`config.mk`:
```
export PLATFORM = sky130hd
export DESIGN_NAME = irq_vec_responder
export DESIGN_NICKNAME = d
export VERILOG_FILES = /design/src/rtl/irq_resp_pkg.sv /design/src/rtl/irq_pick.sv /design/src/rtl/irq_collect.sv /design/src/rtl/irq_grant.sv /design/src/rtl/irq_vec_responder.sv
export SDC_FILE = /design/constraint.sdc
export NUM_CORES = 1
export LEC_CHECK = 0
export BUFFER_PORTS_ARGS = -buffer_cell sky130_fd_sc_hd__buf_4
export CORE_ASPECT_RATIO = 0.6
export CORE_MARGIN = 1.5
export CORE_UTILIZATION = 34
export DETAILED_ROUTE_END_ITERATION = 8
export PLACE_DENSITY = 0.55
export REMOVE_ABC_BUFFERS = 1
export SYNTH_ARGS = -nofsm -noshare
export SYNTH_HDL_FRONTEND = slang
export SYNTH_SLANG_ARGS = --single-unit
```
`constraint.sdc`:
```
create_clock -name clk -period 3.35 [get_ports clk]
set_input_delay 0.335 -clock clk [delete_from_list [all_inputs] [get_ports clk]]
set_output_delay 0.335 -clock clk [all_outputs]
set_load 0.005 [all_outputs]
```
`src/rtl/irq_resp_pkg.sv`:
```
package irq_resp_pkg;
  // Registered copy of the bus strobes, used for edge detection
  typedef struct packed {
    logic ack;
    logic syn;
  } bus_pair_t;
endpackage

```
`src/rtl/irq_pick.sv`:
```
module irq_pick #(
  parameter int N  = 8,
  parameter int IW = (N > 1) ? $clog2(N) : 1
) (
  input  logic [N-1:0]  req,
  output logic [IW-1:0] idx,
  output logic          any
);
  logic [N:0]   seen;
  logic [N-1:0] first;

  assign seen[0] = 1'b0;
  for (genvar i = 0; i < N; i++) begin : g_scan
    assign seen[i+1] = seen[i] | req[i];
    assign first[i]  = req[i] & ~seen[i];
  end

  assign any = seen[N];

  always_comb begin
    idx = '0;
    for (int i = 0; i < N; i++) begin
      if (first[i]) idx = idx | IW'(i);
    end
  end
endmodule

```
`src/rtl/irq_collect.sv`:
```
module irq_collect #(
  parameter int N  = 8,
  parameter int IW = (N > 1) ? $clog2(N) : 1
) (
  input  logic          clk,
  input  logic          rst,
  input  logic [N-1:0]  src_req,
  input  logic          freeze,
  input  logic          clr_en,
  input  logic [IW-1:0] clr_idx,
  output logic [N-1:0]  pend
);
  logic [N-1:0] held;
  logic [N-1:0] clr_mask;

  for (genvar i = 0; i < N; i++) begin : g_clr
    assign clr_mask[i] = clr_en && (clr_idx == IW'(i));
  end

  always_ff @(posedge clk) begin
    if (rst) begin
      pend <= '0;
      held <= '0;
    end else if (freeze) begin
      held <= held | src_req;
      pend <= pend & ~clr_mask;
    end else begin
      held <= '0;
      pend <= (pend & ~clr_mask) | held | src_req;
    end
  end
endmodule

```
`src/rtl/irq_grant.sv`:
```
module irq_grant
  import irq_resp_pkg::*;
#(
  parameter int VW = 8,
  parameter int IW = 3
) (
  input  logic          clk,
  input  logic          rst,
  input  logic          ack_a,
  input  logic          syn_a,
  input  logic          prio_in,
  input  logic          pend_any,
  input  logic [IW-1:0] sel,
  input  logic [VW-1:0] vec_base,
  output logic          clr_en,
  output logic [IW-1:0] clr_idx,
  output logic [VW-1:0] data,
  output logic          data_oe,
  output logic          prio_out
);
  bus_pair_t     prev;
  logic          hold;
  logic [IW-1:0] sel_r;
  logic          syn_start;
  logic          ack_end;

  assign syn_start = syn_a & ~prev.syn;
  assign ack_end   = prev.ack & ~ack_a;
  assign clr_en    = ack_end & hold;
  assign clr_idx   = sel_r;

  always_ff @(posedge clk) begin
    if (rst) begin
      prev     <= '0;
      hold     <= 1'b0;
      sel_r    <= '0;
      data     <= '0;
      data_oe  <= 1'b0;
      prio_out <= 1'b0;
    end else begin
      prev.ack <= ack_a;
      prev.syn <= syn_a;
      if (ack_end) begin
        hold <= 1'b0;
      end else if (syn_start && ack_a && prio_in && pend_any) begin
        hold  <= 1'b1;
        sel_r <= sel;
      end
      data_oe  <= hold;
      data     <= hold ? (vec_base + VW'(sel_r)) : '0;
      prio_out <= prio_in && !hold && !(ack_a && pend_any);
    end
  end
endmodule

```
`src/rtl/irq_vec_responder.sv`:
```
module irq_vec_responder #(
  parameter int N  = 8,
  parameter int VW = 8
) (
  input  logic          clk,
  input  logic          rst,
  input  logic [N-1:0]  src_req,
  input  logic [VW-1:0] vec_base,
  input  logic          ack_n,
  input  logic          syn_n,
  input  logic          prio_in,
  output logic          irq_n,
  output logic          prio_out,
  output logic [VW-1:0] data,
  output logic          data_oe
);
  localparam int IW = (N > 1) ? $clog2(N) : 1;

  logic [N-1:0]  pend;
  logic [IW-1:0] sel;
  logic          pend_any;
  logic          clr_en;
  logic [IW-1:0] clr_idx;
  logic          ack_a;
  logic          syn_a;

  assign ack_a = ~ack_n;
  assign syn_a = ~syn_n;

  irq_collect #(.N(N), .IW(IW)) u_collect (
    .clk(clk), .rst(rst), .src_req(src_req), .freeze(syn_a),
    .clr_en(clr_en), .clr_idx(clr_idx), .pend(pend)
  );

  irq_pick #(.N(N), .IW(IW)) u_pick (
    .req(pend), .idx(sel), .any(pend_any)
  );

  irq_grant #(.VW(VW), .IW(IW)) u_grant (
    .clk(clk), .rst(rst), .ack_a(ack_a), .syn_a(syn_a), .prio_in(prio_in),
    .pend_any(pend_any), .sel(sel), .vec_base(vec_base),
    .clr_en(clr_en), .clr_idx(clr_idx), .data(data), .data_oe(data_oe),
    .prio_out(prio_out)
  );

  always_ff @(posedge clk) begin
    if (rst) irq_n <= 1'b1;
    else     irq_n <= ~pend_any;
  end
endmodule

```
### After elaboration in Yosys (flattened, before gate mapping)

Index checks and enable logic that the tools add are counted.
Widths: inputs -> output; s select.

* $add $sub $neg: 1
* equal/unequal tests: 7
* muxes and demuxes: 8
* bitwise logic cells: 35
* reduce and logical (&&, ||, !) cells: 21

Operators with widths (number)
* $or 8x8->8: 3
* $logic_and 1x1->1: 14
* $not 1->1: 13
* $eq 3x3->1 const B: 4
* $mux 3: 4
* $and 1x1->1: 10
* $add 8x3->8: 1
* $and 8x8->8: 1
* $mux 8: 1
* $not 8->8: 1
* $or 1x1->1: 7
* $eq 3x2->1 const B: 2
* $reduce_or 2->1: 3
* $mux 2: 2
* $eq 3x1->1 const B: 1
* $logic_not 3->1: 1
* $logic_not 1->1: 2
* $reduce_and 2->1: 1
* $mux 1: 1

* register bits after elaboration: 33
* output and inout port bits: 11
* logic and storage cells: 82

### Depth between registers and ports, before layout

* depth in word-level cells: 10
* gate-level depth with buffers: 7
* mapped depth without buffers: 7

### Hierarchy

From an unflattened synthesis, not the netlist that was laid out.

* cell total of the unflattened synthesis: 144
* area total of the unflattened synthesis: 1406.3 µm²

By module, submodules not included
* irq_grant: instances 1, cells each 65, area an instance 684.4 µm², sequential area each 320.3 µm²
* irq_collect: instances 1, cells each 61, area an instance 605.6 µm², sequential area each 320.3 µm²
* irq_pick: instances 1, cells each 14, area an instance 82.6 µm², sequential area each 0.0 µm²
* irq_vec_responder: instances 1, cells each 4, area an instance 33.8 µm², sequential area each 20.0 µm²

### Least setup slack after synthesis

Ideal clock, no wire load.

* kind: register to register
* start point: register u_grant.sel_r[0], in the netlist u_grant.clr_idx[0]
* end point: register u_grant.data[6]
* setup time: 0.121 ns
* arrival time: 1.401 ns
* data required time: 3.229 ns
* setup slack: 1.828 ns
* cell stages (with the launch flop): 8
* cell sequence: dfxtp_1 > ha_1 > inv_1 > fa_1 > nor2b_1 > o2111ai_1 > xor2_1 > nor2_1

* longest elaborated chain between the ends: 1

RTL lines
* from (decl): RTL line irq_grant.sv:23 `logic [IW-1:0] sel_r;`
* from (signal assigned): RTL line irq_grant.sv:47 `sel_r <= sel;`
* $add 8x3->8: RTL line irq_grant.sv:50 `data <= hold ? (vec_base + VW'(sel_r)) : '0;`
* to (signal assigned): RTL line irq_grant.sv:50
* to (decl): RTL line irq_grant.sv:17 `output logic [VW-1:0] data,`

No other way between the ends.
A chain may end at the register's enable or synchronous reset.

### Worst setup path after layout

Same ends and word-level chain as after synthesis.

==> summary.md <==
| Metric | Value |
|---|---|
| Worst setup endpoint | u_grant.data[6]$_SDFF_PP0_ |
| # clock sinks | 33 |
| Share of the synthesized area in the top cell type | 0.4976 |
| Max VDD drop | 173.1 uV |
| Die Y | 51.40 um |
| Total power | around 0.0008 W |
| Worst Hold Class | input port to register |
| # DRC | 0 |
| Pre-antenna DRT Iters | 4 |
| DR vias | ~1100 |
| CP top delay family | adder cells |
| Final Util | 0.4557 |
| Initial DRC count | 75 |
| Synth Warn # | 0 |
| Status | completed |
| Unrepaired setup endpoints after global routing | no |
| Ratio of final minimum period to clock period | 0.4994 |
| Core box area | 3701 um2 |
| Routed wire length | approximately 2800 um |
| Root Buffer | clkbuf_8 |
| Initial Utilization | 0.3587 |
| Total GRT Usage | 0.1488 |
| CP Buf/Inv Count | 1 |
| R2R depth | 7 |
| # diodes | 0 |
| Vias in the first global route | 1055 |
| Postcts setup bufs | 0 |
| # resized after CTS | 0 |
| Initial antenna violation count | 0 |
| Hold-fix buffers at CTS | 0 |
| Die area | 4301 um2 |
| Worst Tran Pin Value | 0.6271 ns |
| FF-to-FF setup slack | 1.68 ns |
| Post-synth EDFFs | 0 |
| Placement Rows | 17 |
| Final Worst Setup Slack | 1.677 ns |
| Via-to-Cell Ratio | 4.920 |
| CP max stage delay | 0.37 ns |
| Setup TNS | 0 ns |
| Layout cells sized above 1 | 0.2360 |
| Crit-path max FO | 4 |
| CP Launch Type | register |
| Cell count after synthesis | approximately 140 |
| Top-count cell post-synth | dfxtp_1 |
| Worst Path Required | 3.51 ns |
| Element type at the critical path end | register |
| RePlAce Congestion | 0.8116 |
| Top cells by area, synth | dfxtp_1 50%, nor2_1 7.4%, o21ai_0 6.0%, a21oi_1 4.1%, ha_1 2.8% |
| H-tree depth | 2 |
| Longest Clk Path Bufs | 2 |
| CP Launch Point | u_grant.clr_idx[0]$_SDFFE_PP0P_ |
| Pre-CTS setup slack | ~1.7 ns |
| Total CTS buffers | 5 |
| Pin count of the biggest net entering global routing | 19 |
| Slowest-stage cell, CP | dfxtp_1 |
| Layout area overhead | 27.05% |
| Worst skew pair latency | 0.28 ns |
| Worst r2r dst | u_grant.data[6]$_SDFF_PP0_ |
| Pins Over Slew Limit | 0 |
| Post-DRT Antenna Nets | 0 |
| Slew HR | 0.5785 |
| Max-Cap Viols | 0 |
| Synth cell count leaders | 33 x dfxtp_1, 26 x nor2_1, 16 x o21ai_0 |
| Total congestion overflow | 0 |
| Max Fclk | 597.8 MHz |
| Clock transition at path regs | 0.06 ns |
| Arr. time, crit path | 1.84 ns |
| WP depth | 7 |
| Nets | 203 |
| WL/cell | 12.43 um |
| Yosys cell types | 35 |
| Final Hold Viols | 0 |
| LEAKAGE | 0.6886 nW |
| PD cells | 481.5 nW/um2 |
| Worst path cell trace | ha_1 > inv_1 > fa_1 > nor2b_1 > o2111ai_1 > xor2_1 > nor2_1 |
| CTS tree | yes |
| Dpl hpwl | 2169 um |
| Ys async rst share | 0 |
| Cell area after synthesis | around 1300 um2 |
| Syn_area_per_cell | 9.283 um2 |
| FF+latch count, synth | 33 |
| Worst r2r src | u_grant.clr_idx[0]$_SDFFE_PP0P_ |
| First-pass GRT wire length | slightly below 5000 um |
| IO Port Bufs | 31 |
| Period minus WS final | 1.673 ns |
| Post-synth top flop | dfxtp_1 |
| Post-Route Skew | 0.002927 ns |
| Final setup violation count | 0 |
| Post-synth top area cell | dfxtp_1 |
| Post-synthesis sequential area ratio | 0.4976 |
| Chip width | around 84 um |
| Top-Level Pins | 32 |
| Worst Setup Path Type | register to register |
-- cell type report --
type	instances	area (um2)
fillers	400	2014
flip-flops and latches	33	660.6
multi-input cells	101	625.6
repair buffers	31	232.7
clock buffers	7	86.33
well taps	47	58.81
inverters	6	22.52
-- power breakdown --
part	internal (W)	switching, W	total, W
clock	0.000163	0.000133	0.000296
combinational	0.0000462	0.0000424	0.0000886
sequential	0.000411	0.0000163	0.000427
-- through the flow --
| step | std cells | instance area, um2 | hold WS (ns) |
|---|---|---|---|
| 5_1_grt | 225 | 1687 | 0.2683 |
| 3_3_place_gp | 218 | 1600 | 0.4401 |
| 2_1_floorplan | 140 | 1309 | 0.4017 |
| 3_5_place_dp | 218 | 1600 | 0.4508 |
| 6_report | 225 | 1687 | 0.2617 |
| 4_1_cts | 225 | 1687 | 0.2558 |
-- worst min-delay path by stage --
| stage | from | depth (start not counted) | end |
|---|---|---|---|
| 2_1_floorplan | rst | 1 | u_grant.prev[1]$_SDFF_PP0_ |
| 3_3_place_gp | u_collect.held[7]$_SDFF_PP0_ | 2 | u_collect.held[7]$_SDFF_PP0_ |
| 3_5_place_dp | u_collect.held[5]$_SDFF_PP0_ | 2 | u_collect.held[5]$_SDFF_PP0_ |
| 4_1_cts | ack_n | 2 | u_grant.prev[1]$_SDFF_PP0_ |
| 5_1_grt | ack_n | 2 | u_grant.prev[1]$_SDFF_PP0_ |
| 6_report | ack_n | 2 | u_grant.prev[1]$_SDFF_PP0_ |
-- cell usage in the layout (no fill, tap or decap) --
cell type / Yosys / routed
o31ai_1: 3 / 3
or4b_4: 1 / 1
a21o_1: 2 / 2
nor4_4: 1 / 1
o21ai_0: 16 / 16
o311ai_1: 1 / 1
a211oi_1: 3 / 3
dfxtp_1: 33 / 33
nor4b_1: 1 / 1
a22o_1: 1 / 1
xor2_1: 2 / 2
o2111ai_1: 1 / 1
inv_1: 6 / 6
nor4_2: 1 / 1
nand2_1: 2 / 2
nor2_1: 26 / 26
clkbuf_8: 0 / 6
nand3b_1: 1 / 1
ha_1: 3 / 3
nand3_1: 1 / 1
o21ai_1: 2 / 2
nand2b_1: 4 / 4
clkbuf_1: 2 / 1
nor3b_1: 1 / 1
nand4_1: 1 / 1
nor3_1: 5 / 5
a21oi_1: 11 / 11
fa_1: 1 / 1
or2_2: 1 / 1
o21a_1: 1 / 1
nor2b_1: 3 / 3
nand4b_1: 1 / 1
and2_1: 1 / 1
a21oi_4: 1 / 1
xnor2_1: 2 / 2
buf_4: 0 / 31
-- flip-flops by register name (all words and copies together), names as in the netlist --
name	cells
irq_n	1
u_grant.data	8
u_collect.pend	8
u_grant.prio_out	1
u_grant.data_oe	1
u_collect.held	8
u_grant.clr_idx	3
u_grant.prev	2
u_grant.hold	1
-- logic make-up (layout without fill, tap and decap cells) --
family,after synthesis,count (layout),synth area share
and+or+nand+nor,51,51,0.2092
AOI/OAI and AO/OA,42,42,0.1923
DFF,33,33,0.4976
buffers and inverters,9,44,0.03110
adders and majority gates,4,4,0.04336
xor gates and xnor gates,4,4,0.02640
-- routing by layer --
| layer | vias up | wire, um | GRT usage |
|---|---|---|---|
| met5 | - | 0 | 0 |
| met4 | 0 | 47 | 0.07377 |
| met3 | 7 | 203 | 0.05493 |
| met2 | 23 | 1076 | 0.1868 |
| met1 | 507 | 1470 | 0.2168 |
| li1 | 570 | - | - |
(Power assumes the default switching activity.)
